[config.mk]
export PLATFORM = sky130hd
export DESIGN_NAME = rsd_divider
export DESIGN_NICKNAME = d
export VERILOG_FILES = /design/src/rtl/rsd_pkg.sv /design/src/rtl/rsd_ocsub.sv /design/src/rtl/rsd_remreg.sv /design/src/rtl/rsd_count.sv /design/src/rtl/rsd_ctrl.sv /design/src/rtl/rsd_divider.sv
export SDC_FILE = /design/constraint.sdc
export NUM_CORES = 1
export LEC_CHECK = 0
export ABC_AREA = 0
export BUFFER_PORTS_ARGS = -buffer_cell sky130_fd_sc_hd__buf_2
export CAP_MARGIN = 20
export CORE_MARGIN = 3
export CORE_UTILIZATION = 50
export CTS_CLUSTER_SIZE = 30
export DETAILED_ROUTE_END_ITERATION = 8
export PLACE_DENSITY_LB_ADDON = 0.25
export SYNTH_ARGS = -nofsm -noshare
export SYNTH_HDL_FRONTEND = slang
export SYNTH_SLANG_ARGS = --single-unit
export TNS_END_PERCENT = 50
[constraint.sdc]
create_clock -name clk -period 6.7 [get_ports clk]
set_input_delay 0.335 -clock clk [delete_from_list [all_inputs] [get_ports clk]]
set_output_delay 0.335 -clock clk [all_outputs]
set_load 0.02 [all_outputs]
[src/rtl/rsd_pkg.sv]
package rsd_pkg;
  typedef enum logic {
    ST_IDLE = 1'b0,
    ST_RUN  = 1'b1
  } rsd_state_e;
endpackage

[src/rtl/rsd_ocsub.sv]
// One's complement subtractor: minuend + ~subtrahend on a ripple chain,
// end-around carry folded back by a second ripple increment.
module rsd_ocsub #(
  parameter int W = 4
) (
  input  logic [W-1:0] minuend,
  input  logic [W-1:0] subtrahend,
  output logic [W-1:0] diff,
  output logic         fits
);
  logic [W-1:0] inv_b;
  logic [W-1:0] raw_sum;
  logic [W:0]   cy;
  logic [W-1:0] inc_cy;
  logic [W-1:0] folded;
  logic         neg_zero;

  assign inv_b = ~subtrahend;
  assign cy[0] = 1'b0;

  for (genvar i = 0; i < W; i++) begin : g_fa
    assign raw_sum[i] = minuend[i] ^ inv_b[i] ^ cy[i];
    assign cy[i+1]    = (minuend[i] & inv_b[i]) | (cy[i] & (minuend[i] ^ inv_b[i]));
  end

  assign inc_cy[0] = cy[W];
  for (genvar i = 0; i < W; i++) begin : g_inc
    assign folded[i] = raw_sum[i] ^ inc_cy[i];
    if (i < W - 1) begin : g_nxt
      assign inc_cy[i+1] = raw_sum[i] & inc_cy[i];
    end
  end

  assign neg_zero = (&raw_sum) & ~cy[W];
  assign fits     = cy[W] | neg_zero;
  assign diff     = cy[W] ? folded : '0;

  always_comb begin

    sub_fits_chk: assert (fits == (minuend >= subtrahend));

    if (fits) begin
      sub_exact_chk: assert (diff == W'(minuend - subtrahend));
    end
  end
endmodule

[src/rtl/rsd_remreg.sv]
// Remainder register with load/feedback multiplexer, plus divisor latch.
module rsd_remreg #(
  parameter int W = 4
) (
  input  logic         clk,
  input  logic         rst,
  input  logic         load,
  input  logic         step,
  input  logic [W-1:0] load_val,
  input  logic [W-1:0] load_dvs,
  input  logic [W-1:0] diff,
  output logic [W-1:0] rem_q,
  output logic [W-1:0] dvs_q
);
  logic [W-1:0] rem_d;

  assign rem_d = load ? load_val : diff;

  always_ff @(posedge clk) begin
    if (rst) begin
      rem_q <= '0;
      dvs_q <= '0;
    end else begin
      if (load || step) rem_q <= rem_d;
      if (load)         dvs_q <= load_dvs;
    end
  end


  rem_hold_chk: assert property (@(posedge clk) disable iff (rst)
    (!load && !step) |=> $stable(rem_q));


  dvs_hold_chk: assert property (@(posedge clk) disable iff (rst)
    !load |=> $stable(dvs_q));
endmodule

[src/rtl/rsd_count.sv]
// Synchronous up counter holding the subtraction count.
module rsd_count #(
  parameter int W = 4
) (
  input  logic         clk,
  input  logic         rst,
  input  logic         clear,
  input  logic         inc,
  output logic [W-1:0] count
);
  localparam logic [W-1:0] ONE = W'(1);

  always_ff @(posedge clk) begin
    if (rst || clear) count <= '0;
    else if (inc)     count <= count + ONE;
  end


  cnt_step_chk: assert property (@(posedge clk) disable iff (rst)
    (inc && !clear) |=> count == $past(count) + ONE);


  no_wrap_chk: assert property (@(posedge clk) disable iff (rst)
    inc |-> count != '1);
endmodule

[src/rtl/rsd_ctrl.sv]
// Two-state sequencer: accepts requests, runs steps, flags completion.
module rsd_ctrl
  import rsd_pkg::*;
(
  input  logic clk,
  input  logic rst,
  input  logic in_valid,
  input  logic divisor_zero,
  input  logic fits,
  output logic in_ready,
  output logic load,
  output logic step,
  output logic done,
  output logic dz
);
  rsd_state_e state;
  logic       finish;

  assign in_ready = (state == ST_IDLE);
  assign load     = in_valid & in_ready;
  assign step     = (state == ST_RUN) & fits;
  assign finish   = (state == ST_RUN) & ~fits;

  always_ff @(posedge clk) begin
    if (rst) begin
      state <= ST_IDLE;
      done  <= 1'b0;
      dz    <= 1'b0;
    end else begin
      done <= 1'b0;
      if (load) begin
        dz <= divisor_zero;
        if (divisor_zero) done  <= 1'b1;
        else              state <= ST_RUN;
      end else if (finish) begin
        state <= ST_IDLE;
        done  <= 1'b1;
      end
    end
  end


  zero_div_chk: assert property (@(posedge clk) disable iff (rst)
    (load && divisor_zero) |=> (done && dz && in_ready));


  finish_done_chk: assert property (@(posedge clk) disable iff (rst)
    finish |=> (done && in_ready && !dz));


  busy_ready_chk: assert property (@(posedge clk) disable iff (rst)
    (load && !divisor_zero) |=> !in_ready);


  dz_hold_chk: assert property (@(posedge clk) disable iff (rst)
    !load |=> $stable(dz));
endmodule

[src/rtl/rsd_divider.sv]
module rsd_divider #(
  parameter int W = 4
) (
  input  logic         clk,
  input  logic         rst,
  input  logic         in_valid,
  output logic         in_ready,
  input  logic [W-1:0] dividend,
  input  logic [W-1:0] divisor,
  output logic [W-1:0] quotient,
  output logic [W-1:0] remainder,
  output logic         done,
  output logic         div_zero
);
  logic [W-1:0] rem_q;
  logic [W-1:0] dvs_q;
  logic [W-1:0] diff;
  logic         fits;
  logic         load;
  logic         step;
  logic         divisor_zero;

  assign divisor_zero = (divisor == '0);

  rsd_ctrl u_ctrl (
    .clk         (clk),
    .rst         (rst),
    .in_valid    (in_valid),
    .divisor_zero(divisor_zero),
    .fits        (fits),
    .in_ready    (in_ready),
    .load        (load),
    .step        (step),
    .done        (done),
    .dz          (div_zero)
  );

  rsd_ocsub #(.W(W)) u_sub (
    .minuend   (rem_q),
    .subtrahend(dvs_q),
    .diff      (diff),
    .fits      (fits)
  );

  rsd_remreg #(.W(W)) u_rem (
    .clk     (clk),
    .rst     (rst),
    .load    (load),
    .step    (step),
    .load_val(dividend),
    .load_dvs(divisor),
    .diff    (diff),
    .rem_q   (rem_q),
    .dvs_q   (dvs_q)
  );

  rsd_count #(.W(W)) u_cnt (
    .clk  (clk),
    .rst  (rst),
    .clear(load),
    .inc  (step),
    .count(quotient)
  );

  assign remainder = rem_q;


  final_rem_chk: assert property (@(posedge clk) disable iff (rst)
    (done && !div_zero) |-> remainder < dvs_q);


  dz_quot_chk: assert property (@(posedge clk) disable iff (rst)
    div_zero |-> quotient == '0);
endmodule

# Yosys cells after proc, flatten, opt, wreduce, memory -nomap -nowiden

Cells that the tools add are included.

Bits in registers: 15
Input bits: 11
Output and inout bits: 11
Word-level logic and storage cells: 55

Add/sub/neg operators: 1
Equality and inequality tests: 1
Muxes and demuxes: 8
Bitwise logic cells: 33
Reductions and logical operators: 6

Operators by type and width:

| cell                                                           | count |
|---|---|
| 1-bit AND                                                      | 14 |
| 1-bit bitwise XOR                                              | 11 |
| 4-bit 2-to-1 mux                                               | 2 |
| 1-bit 2-to-1 mux                                               | 6 |
| 4-bit by 1-bit adder with 4-bit output (second input constant) | 1 |
| 4-bit logical NOT                                              | 1 |
| 4-bit NOT                                                      | 1 |
| 1-bit bitwise OR                                               | 4 |
| 4-bit AND reduction                                            | 1 |
| 1-bit NOT                                                      | 3 |
| 1-bit logical OR                                               | 2 |
| 2-bit != test (second input constant)                          | 1 |
| 2-bit AND reduction                                            | 1 |
| 2-bit nonzero test                                             | 1 |

# Logic depth before layout (Yosys ltp)

Gate-level depths: netlist of run 1.

Depth after elaboration: 15
Mapped depth: 13
Gate-level depth less buffers: 13

# Modules after synthesis

A second synthesis of run 1 with hierarchy kept.

Cells, all modules: 84
Area, all modules: 834.6 µm²

Modules (own cells, without submodules):

| module      | times used | cells each | area each (µm²) | seq. area each (µm²) |
|---|---|---|---|---|
| rsd_remreg  | 1          | 32         | 336.6           | 160.2 |
| rsd_count   | 1          | 17         | 177.7           | 80.1 |
| rsd_ocsub   | 1          | 21         | 177.7           | 0.0 |
| rsd_ctrl    | 1          | 13         | 130.1           | 60.1 |
| rsd_divider | 1          | 1          | 12.5            | 0.0 |

# Worst setup path after synthesis of run 1

No wires, ideal clock.

Path type: reg-to-reg
From: reg u_rem.rem_q[0]
To: reg u_rem.rem_q[3]
Library setup time: 0.091 ns
Arrival time: 2.637 ns
Data required time: 6.609 ns
Setup slack: 3.972 ns
Stages on the path, launching flop included: 13
Buffers on the path: 0
Period minus slack after synthesis: 2.728 ns
Cells stage by stage: dfxtp_1 -> ha_1 -> inv_1 -> fa_1 -> inv_1 -> fa_1 -> fa_1 -> and2_2 -> ha_1 -> ha_1 -> xor2_1 -> nand3_1 -> a311oi_1

Longest elaborated chain between the ends: 13
Elaborated cells on any way between the ends: 23
Classes of those cells: mux: 2; bitwise: 19; reduce/logical: 2

RTL lines:

| item                    | RTL line         | RTL |
|---|---|---|
| start, declared         | rsd_remreg.sv:12 | `output logic [W-1:0] rem_q,` |
| start signal, assigned  | rsd_remreg.sv:24 | `if (load \|\| step) rem_q <= rem_d;` |
| 1-bit AND (2 in series) | rsd_ocsub.sv:23  | `assign cy[i+1] = (minuend[i] & inv_b[i]) \| (cy[i] & (minuend[i] ^ inv_b[i]));` |
| 1-bit bitwise OR        | rsd_ocsub.sv:23  |  |
| 1-bit AND               | rsd_ocsub.sv:23  |  |
| 1-bit bitwise OR        | rsd_ocsub.sv:23  |  |
| 1-bit AND               | rsd_ocsub.sv:23  |  |
| 1-bit bitwise OR        | rsd_ocsub.sv:23  |  |
| 1-bit AND (3 in series) | rsd_ocsub.sv:30  | `assign inc_cy[i+1] = raw_sum[i] & inc_cy[i];` |
| 1-bit bitwise XOR       | rsd_ocsub.sv:28  | `assign folded[i] = raw_sum[i] ^ inc_cy[i];` |
| 4-bit 2-to-1 mux        | rsd_ocsub.sv:36  | `assign diff = cy[W] ? folded : '0;` |
| 4-bit 2-to-1 mux        | rsd_remreg.sv:17 | `assign rem_d = load ? load_val : diff;` |

Several ways; a longest one is shown, not always the timed one.
A chain may end at the register's enable or synchronous reset.

# Worst setup path in the final report of run 1

From: reg u_rem.dvs_q[0]
To: reg u_rem.rem_q[3]

Longest elaborated chain between the ends: 14
Elaborated cells on any way between the ends: 24
Classes of those cells: mux: 2; bitwise: 20; reduce/logical: 2

RTL lines:

| item                    | RTL line         | RTL |
|---|---|---|
| start, declared         | rsd_remreg.sv:13 | `output logic [W-1:0] dvs_q` |
| start signal, assigned  | rsd_remreg.sv:25 | `if (load) dvs_q <= load_dvs;` |
| 4-bit NOT (*)           | rsd_ocsub.sv:18  | `assign inv_b = ~subtrahend;` |
| 1-bit AND (2 in series) | rsd_ocsub.sv:23  |  |
| 1-bit bitwise OR        | rsd_ocsub.sv:23  |  |
| 1-bit AND               | rsd_ocsub.sv:23  |  |
| 1-bit bitwise OR        | rsd_ocsub.sv:23  |  |
| 1-bit AND               | rsd_ocsub.sv:23  |  |
| 1-bit bitwise OR        | rsd_ocsub.sv:23  |  |
| 1-bit AND (3 in series) | rsd_ocsub.sv:30  |  |
| 1-bit bitwise XOR       | rsd_ocsub.sv:28  |  |
| 4-bit 2-to-1 mux        | rsd_ocsub.sv:36  |  |
| 4-bit 2-to-1 mux        | rsd_remreg.sv:17 |  |

Mark *: on every way between the ends. The rest lies on a longest branch, timed or not.

==> results of run 1 <==
-- flip-flops by register name (all words and copies together), names as in the netlist --
name	flops
u_cnt.count	4
u_ctrl.done	1
u_ctrl.dz	1
u_ctrl.state	1
u_rem.dvs_q	4
u_rem.rem_q	4
-- stage by stage --
| stage | std cells | total power [uW] | hold WS [ns] | cell area, sq um |
|---|---|---|---|---|
| after detailed placement | 124 | 239 | 0.451 | 896 |
| final | 128 | 290 | 0.291 | 923 |
| after CTS | 128 | 293 | 0.284 | 923 |
| after global routing | 128 | 315 | 0.291 | 923 |
| after floorplan | 90 | 207 | 0.407 | 781 |
| after global placement | 124 | 235 | 0.443 | 896 |
-- report_power, final --
part | internal (uW) | switching [uW] | total (uW)
registers | 99.5 | 9.96 | 109
clock network | 22.2 | 28.3 | 50.5
logic | 52.7 | 77.8 | 130
total | 174 | 116 | 290
-- kinds of logic after synthesis --
kind of cell / synth area share [%]
and+or+nand+nor: 21.8
xor gates and xnor gates: 4.49
DFF: 38.5
AOI/OAI and AO/OA: 14.4
muxes: 1.28
adders and majority gates: 14.1
buffers and inverters: 5.45
-- cell usage after synthesis (all sizes together) --
| cell | number |
|---|---|
| dfxtp | 15 |
| nand2 | 14 |
| a21oi | 9 |
| inv | 9 |
| nor2 | 9 |
| ha | 4 |
| nand3 | 4 |
| a311oi | 3 |
| fa | 3 |
| xor2 | 3 |
| a211oi | 1 |
| a31oi | 1 |
| and2 | 1 |
| and4b | 1 |
| buf | 1 |
| clkbuf | 1 |
| mux2i | 1 |
| nand2b | 1 |
| nand4 | 1 |
| nand4b | 1 |
| nor2b | 1 |
| nor3 | 1 |
| nor4 | 1 |
| o211ai | 1 |
| o21ai | 1 |
| or2 | 1 |
| xnor2 | 1 |
-- area by class of cell --
| cell class | instances | share of cell area [%] |
|---|---|---|
| multi-input combinational | 64 | 47.4 |
| sequential | 15 | 32.5 |
| timing repair buffer | 21 | 11.4 |
| inverter | 9 | 3.66 |
| clock buffer | 3 | 2.44 |
| tap | 15 | 2.03 |
| clock inverter | 1 | 0.542 |
-- worst max-delay path, cell delays in order, from the launching register on --
cell and delay, ns:
dfxtp_1 0.34, inv_1 0.05, ha_1 0.17, inv_1 0.06
fa_1 0.15, inv_1 0.05, fa_1 0.38, fa_1 0.49
and2_2 0.25, ha_1 0.18, ha_1 0.18, xor2_1 0.14
nand3_1 0.10, a311oi_1 0.32
-- layer usage --
metal  vias to the layer above  track usage (%)  part of all wire (%)
li1                        350                -                     -
met1                       309             23.1                    42
met2                        22             32.9                    51
met3                         0             8.70                   7.0
met4                         0             4.68                     0
met5                         -                0                     0
-- worst max-delay path by stage --
stage                                 to  depth (start not counted)  slack [ns]
after floorplan           u_rem.rem_q[3]                         12        3.97
after global placement    u_rem.rem_q[3]                         13        3.93
after detailed placement  u_rem.rem_q[3]                         13        3.83
after CTS                 u_rem.rem_q[3]                         13        3.72
after global routing      u_rem.rem_q[3]                         13        3.56
final                     u_rem.rem_q[3]                         13        3.75
==> results.yml, run 1 <==
sta:
  slew_headroom_pct: 50.4
  fin_tns_setup_ns: 0
  timing.final.hold_violations: 0
  final_period_minus_worst_setup_slack_ns: 2.95
  timing.final.crit_share_pct: 44.1
  timing.final.ws_setup_ns: 3.75
  fmaxAchievable_mhz: 339
  finalClockSkew_ns: 0.00258
  grt_setup_unrepaired: "false"
  finalSetupViolations: 0
  drv_slew: 0
  tightestPinTransition_ns: 0.742
placed_design:
  place_worst_setup_slack_ns: 3.83
  routability_congestion_estimate_from_global_placement: 0.795
  port_buffers: 21
  dp_hpwl_um: 1310
cells_and_area:
  final_cell_mix: "buf_2, dfxtp_1, nand2_1"
  final_common_cell: "buf_2"
  nFillCells: 125
  synthToLayoutAreaGrowth_pct: 18.3
  drive_above_1_share_pct: 25.7
  n_antenna_cell: 0
  multiInputGateArea_sq_um: 438
  num-nets-final: 132
  fin_util_pct: 66.8
  final-seq-area_sq_um: 300
synthesis:
  yosys_register_bits: 15
  syn_area_sq_um: 781
  yosys_warnings: 0
  ys_seq_area_share_pct: 38.5
  syn_inst: 90
  postSynthNetCount: 108
  synth.lib_cells_used.distinct: 27
  post-synth-top-area-cell: "dfxtp_1"
  post_synth_main_area_contributors: "dfxtp_1, fa_1, nand2_1, ha_1, a21oi_1"
  post-synth-top-area-fraction_pct: 38.5
  synth.avg_cell_area_sq_um: 8.67
setup_path:
  crit_type: "register to register"
  critPathArrivalTime_ns: 3.13
  worst-r2r-cell-count: 13
  reg_to_reg_end: "u_rem.rem_q[3]"
  r2r_slack_ns: 3.75
  crit_path_end_kind: "register"
  required_arrival_time_at_the_worst_endpoint_ns: 6.88
  setup.worst_path.start_class: "register"
  setup.worst_path.start: "u_rem.dvs_q[0]"
  worst_r2r_startpoint: "u_rem.dvs_q[0]"
  crit_path_max_fanout: 7
floorplanning:
  dieArea_sq_um: 2070
  dieHeight_um: 45.5
  core_area_sq_um: 1380
  initial_utilization_pct: 56.5
  placementRows: 13
  io_pins: 22
  floorplan.die.width_um: 45.5
clock_tree:
  holdBufCountCts: 0
  tritoncts_clock_tree: "yes"
  cts-root-buf: "clkbuf_4"
  cts_max_level: 1
  path_clk_slew_ns: 0.09
  post_cts.repair.setup_buffers: 0
  max_root_sink_buffers: 2
  cts_buffers: 3
  postCtsResizedCells: 0
  cts.sink_count: 15
  clk_latency_ns: 0.28
drt:
  first_pass_iters: 4
  detailed_route_wire_length_um: 1670
  vias_per_cell: 5.32
  initialDrtViolationCount: 4
  routed_wire_length_per_instance_um: 13.1
  final_antenna_net_count: 0
  routed-via-count: 681
  remaining_drc_errors: 0
pwr:
  power.density_nw_per_um2: 314
  total_leakage_power_uw: 0.000422
  irDropWorstVdd_mv: 0.229
grt:
  first_pass_grt_wire_length_um: 2850
  first_global_vias: 632
  grt_start_max_net_pins: 13
  gr-total-overflow: 0
  grt.total_usage_pct: 19.8
  antenna_violations_before_repair: 0
worst_hold_path:
  hold_path.class: "primary input to register"
  min_to: "u_rem.dvs_q[0]"
  holdPathStages: 3
  hold_path_startpoint: "divisor[0]"
job:
  drv_cap: 0
outcome:
  outcome: "finished, final reports clean"
(Power assumes the default switching activity.)
==> run 2: changes to the inputs <==
Settings changed: CORE_UTILIZATION 50 to 44.
Clock period 6.7 ns to 2.5 ns, I/O delays scaled along.
==> run 2 against run 1 <==
Net effect:
- the flow now finishes with violations (setup timing)
- sequential share of layout area down 3.0 points
- sequential power grew to 2.7 times the previous value
- first-iteration DRC count rose to 3.3 times the previous value
- register-to-register slack worse by 3.8 ns
- core utilization decreased by 2.4 points
- critical path type unchanged
- largest cell class unchanged
==> results.yml, run 2 (synthesis gave the netlist of run 1 again) <==
grt:
  antenna_violations_before_repair: 0
  first_global_vias: 601
  first_pass_grt_wire_length_um: 2660
  grt_start_max_net_pins: 13
  grt.total_usage_pct: 17.0
  gr-total-overflow: 0
sta:
  grt_setup_unrepaired: "true"
  tightestPinTransition_ns: 0.802
  final_period_minus_worst_setup_slack_ns: 2.57
  finalSetupViolations: 5
  fmaxAchievable_mhz: 389
  drv_slew: 0
  timing.final.ws_setup_ns: -0.0728
  slew_headroom_pct: 46.4
  timing.final.hold_violations: 0
  fin_tns_setup_ns: -0.196
  timing.final.crit_share_pct: 103
  finalClockSkew_ns: 0.00440
placed_design:
  routability_congestion_estimate_from_global_placement: 0.738
  dp_hpwl_um: 1230
  port_buffers: 21
  placed_cell_area_sq_um: 943
  place_worst_setup_slack_ns: -0.129
worst_hold_path:
  hold_path_startpoint: "divisor[0]"
  hold_path.class: "primary input to register"
  holdPathStages: 3
  min_to: "u_rem.dvs_q[0]"
clock_tree:
  clk_latency_ns: 0.29
  cts_buffers: 3
  cts.sink_count: 15
  holdBufCountCts: 0
  cts_max_level: 1
  max_root_sink_buffers: 2
  path_clk_slew_ns: 0.09
  cts-root-buf: "clkbuf_4"
  tritoncts_clock_tree: "yes"
drt:
  first_pass_iters: 4
  remaining_drc_errors: 0
  detailed_route_wire_length_um: 1700
  routed-via-count: 716
  routed_wire_length_per_instance_um: 11.8
  initialDrtViolationCount: 13
  final_antenna_net_count: 0
  vias_per_cell: 4.97
setup_path:
  setup.worst_path.start_class: "register"
  reg_to_reg_end: "u_rem.rem_q[0]"
  worst_r2r_startpoint: "u_rem.dvs_q[0]"
  critPathArrivalTime_ns: 2.77
  worst-r2r-cell-count: 12
  crit_path_end_kind: "register"
  crit_type: "register to register"
  r2r_slack_ns: -0.07
  crit_path_max_fanout: 7
  required_arrival_time_at_the_worst_endpoint_ns: 2.70
pwr:
  total_leakage_power_uw: 0.000450
  power.sequential.fraction_pct: 33.5
  switchingPower_uw: 344
  power.internal_uw: 550
  irDropWorstVdd_mv: 0.468
  pwr-share-comb_pct: 50.6
  p_sw_share_pct: 38.5
  power.share.clock_pct: 15.9
  power.density_nw_per_um2: 871
cells_and_area:
  final_cell_mix: "buf_2, nand2_1, dfxtp_1"
  n_antenna_cell: 0
  finalInstanceArea_sq_um: 1030
  reg_top3: "u_cnt.count: 4 flops, u_rem.dvs_q: 4 flops, u_rem.rem_q: 4 flops"
  drive_above_1_share_pct: 40.8
  final_common_cell: "buf_2"
  synthToLayoutAreaGrowth_pct: 31.4
  nFillCells: 146
  num-nets-final: 139
floorplanning:
  dieHeight_um: 48.1
  io_pins: 22
  placementRows: 14
  floorplan.die.width_um: 48.1
  initial_utilization_pct: 49.0
  dieArea_sq_um: 2320
  core_area_sq_um: 1590
outcome:
  violated_checks: "setup timing"
  outcome: "finished with violations"
job:
  drv_cap: 0
run 2: power groups by stage:
stage / registers, uW / logic, uW / clock network, uW
global placement: 300 / 381 / 0
finish: 299 / 452 / 142
floorplan: 321 / 243 / 0
global route: 303 / 509 / 161
CTS: 298 / 418 / 147
detailed placement: 301 / 389 / 0
run 2: repair_timing:
item                       4_1_cts  5_1_grt
pin swaps                       13       11
gates resized for setup         11        3
buffers inserted                 1        2
setup endpoints to repair        5        7
run 2: metal layers:
layer  global-route usage, %  up-vias  routed length, um
met1                    21.3      327                790
met5                       0        -                  0
li1                        -      361                  -
met2                    28.0       23                793
met3                    4.43        5                 88
met4                    6.45        0                 29
run 2: layout make-up:
class | count | area, sq um | share of cell area [%]
Multi-Input combinational cell | 64 | 470 | 45.9
Clock buffer | 3 | 22.5 | 2.20
Clock inverter | 1 | 5.00 | 0.488
Tap cell | 24 | 30.0 | 2.93
Timing Repair Buffer | 28 | 161 | 15.7
Sequential cell | 15 | 303 | 29.5
Inverter | 9 | 33.8 | 3.29
run 2: worst max-delay path by stage:
| stage | startpoint | endpoint | slack [ns] | cells after the start |
|---|---|---|---|---|
| 2_1_floorplan | u_rem.rem_q[1] | u_cnt.count[1] | -0.09 | 9 |
| 3_3_place_gp | u_rem.dvs_q[0] | u_rem.rem_q[3] | -0.06 | 13 |
| 3_5_place_dp | u_rem.dvs_q[0] | u_rem.rem_q[3] | -0.13 | 13 |
| 4_1_cts | u_rem.dvs_q[0] | u_rem.rem_q[3] | -0.09 | 11 |
| 5_1_grt | u_rem.dvs_q[0] | u_rem.rem_q[1] | -0.21 | 11 |
| 6_report | u_rem.dvs_q[0] | u_rem.rem_q[0] | -0.07 | 12 |
run 2: critical path, cell delays in order, from the launching register on:
cell	delay [ns]
dfxtp_2	0.34
inv_2	0.04
ha_4	0.14
inv_2	0.04
fa_2	0.18
inv_2	0.04
fa_2	0.34
fa_2	0.55
nand4b_1	0.16
a31oi_4	0.33
buf_6	0.14
nor2_1	0.03
a211oi_1	0.15
run 2: through the flow:
stage	utilization, %	total power, uW	hold slack, ns	cells
final	64.4	893	0.0761	144
after CTS	63.0	863	0.0717	142
after detailed placement	59.2	690	0.384	137
after floorplan	-	564	0.197	90
after global placement	59.2	681	0.376	137
after global routing	64.4	973	0.0695	144
==> run 3: changes to the inputs <==
Settings changed: REMOVE_ABC_BUFFERS from default to 1.
==> run 3 against run 2 <==
Net effect:
- the flow still finishes with violations (setup timing)
- sequential power about the same
- non-clock buffer count up 1
- count of clock-buffer cells in the layout unchanged
- critical path type unchanged
- largest cell class unchanged
==> results.yml, run 3 (synthesis gave the netlist of run 1 again) <==
clock_tree:
  cts-root-buf: "clkbuf_4"
  holdBufCountCts: 0
  tritoncts_clock_tree: "yes"
  max_root_sink_buffers: 2
  clk_latency_ns: 0.29
  cts.sink_count: 15
  cts_max_level: 1
  path_clk_slew_ns: 0.10
  cts_buffers: 3
grt:
  first_global_vias: 612
  grt_start_max_net_pins: 13
  gr-total-overflow: 0
  antenna_violations_before_repair: 0
  grt.total_usage_pct: 17.4
  first_pass_grt_wire_length_um: 2700
placed_design:
  dp_hpwl_um: 1230
  placed_cell_area_sq_um: 952
  routability_congestion_estimate_from_global_placement: 0.843
  port_buffers: 21
outcome:
  violated_checks: "setup timing"
  outcome: "finished with violations"
drt:
  routed-via-count: 701
  first_pass_iters: 4
  remaining_drc_errors: 0
  final_antenna_net_count: 0
  vias_per_cell: 4.83
  routed_wire_length_per_instance_um: 11.6
  detailed_route_wire_length_um: 1680
  initialDrtViolationCount: 16
pwr:
  irDropWorstVdd_mv: 0.566
  power.density_nw_per_um2: 862
  total_leakage_power_uw: 0.000455
  fin_total_pwr_uw: 892
sta:
  tightestPinTransition_ns: 0.330
  drv_slew: 0
  timing.final.ws_setup_ns: -0.0541
  timing.final.crit_share_pct: 102
  finalSetupViolations: 5
  slew_headroom_pct: 78.0
  grt_setup_unrepaired: "true"
  finalClockSkew_ns: 0.00680
  final_period_minus_worst_setup_slack_ns: 2.55
  timing.final.hold_violations: 0
  fmaxAchievable_mhz: 392
cells_and_area:
  final_cell_mix: "buf_2, nand2_1, dfxtp_1"
  finalInstanceArea_sq_um: 1030
  n_antenna_cell: 0
  num-nets-final: 140
  fin_util_pct: 64.9
  final_common_cell: "buf_2"
  drive_above_1_share_pct: 40.5
  nFillCells: 144
  reg_top3: "u_cnt.count: 4 flops, u_rem.dvs_q: 4 flops, u_rem.rem_q: 4 flops"
  synthToLayoutAreaGrowth_pct: 32.5
floorplanning:
  core_area_sq_um: 1590
  floorplan.die.width_um: 48.1
  placementRows: 14
  initial_utilization_pct: 49.0
  dieHeight_um: 48.1
  dieArea_sq_um: 2320
  io_pins: 22
setup_path:
  crit_path_end_kind: "register"
  critPathArrivalTime_ns: 2.76
  crit_path_max_fanout: 7
  crit_type: "register to register"
  setup.worst_path.start_class: "register"
  required_arrival_time_at_the_worst_endpoint_ns: 2.71
worst_hold_path:
  hold_path.class: "primary input to register"
job:
  drv_cap: 0
## run 3: layout make-up
class / count / area, sq um / area share [%]
inverters: 9 / 33.8 / 3.26
multi-input cells: 64 / 469 / 45.3
well taps: 24 / 30.0 / 2.90
flip-flops and latches: 15 / 303 / 29.3
clock inverters: 1 / 7.51 / 0.726
clock buffers: 3 / 22.5 / 2.18
repair buffers: 29 / 169 / 16.3
## run 3: worst paths after layout
kind                       start             end  cells after the start  slack, ns
setup reg to reg  u_rem.dvs_q[0]  u_rem.rem_q[1]                     11      -0.05
hold reg to reg   u_rem.dvs_q[3]  u_rem.dvs_q[3]                      2       0.46
hold / removal        divisor[3]  u_rem.dvs_q[3]                      3       0.07
setup / recovery  u_rem.dvs_q[0]  u_rem.rem_q[1]                     11      -0.05
## run 3: report_power, final
group / total, uW / switching, uW / internal (uW)
combinational: 448 / 231 / 217
sequential: 297 / 29.2 / 268
clock: 147 / 86.3 / 60.9
total: 892 / 346 / 545
## run 3: worst max-delay path, cell delays in order, from the launching register on
cell	delay, ns
dfxtp_2	0.34
inv_2	0.04
ha_4	0.14
inv_2	0.05
fa_2	0.19
inv_2	0.04
fa_2	0.33
fa_2	0.54
nand4b_1	0.18
a31oi_4	0.31
nor2_1	0.08
a311oi_1	0.22
## run 3: through the flow
step / std cells / setup TNS, ns / hold WS [ns] / setup WS, ns
4_1_cts: 144 / -0.0404 / 0.0544 / -0.0316
5_1_grt: 145 / -0.971 / 0.0655 / -0.222
3_3_place_gp: 139 / -0.163 / 0.376 / -0.0914
2_1_floorplan: 88 / -0.664 / 0.194 / -0.228
3_5_place_dp: 139 / -0.410 / 0.383 / -0.166
6_report: 145 / -0.176 / 0.0702 / -0.0541
## run 3: per-layer routing
metal	wire length (um)	track usage [%]	part of all wire (%)	vias up
li1	-	-	-	366
met1	840	23.6	50	309
met2	715	25.9	43	21
met3	84	3.32	5.0	5
met4	39	9.68	2.3	0
met5	0	0	0	-
## run 3: timing repair
action | in CTS | in global routing
setup buffers | 1 | 1
setup endpoints to repair | 6 | 7
gates resized for setup | 9 | 6
pin swaps | 2 | 3
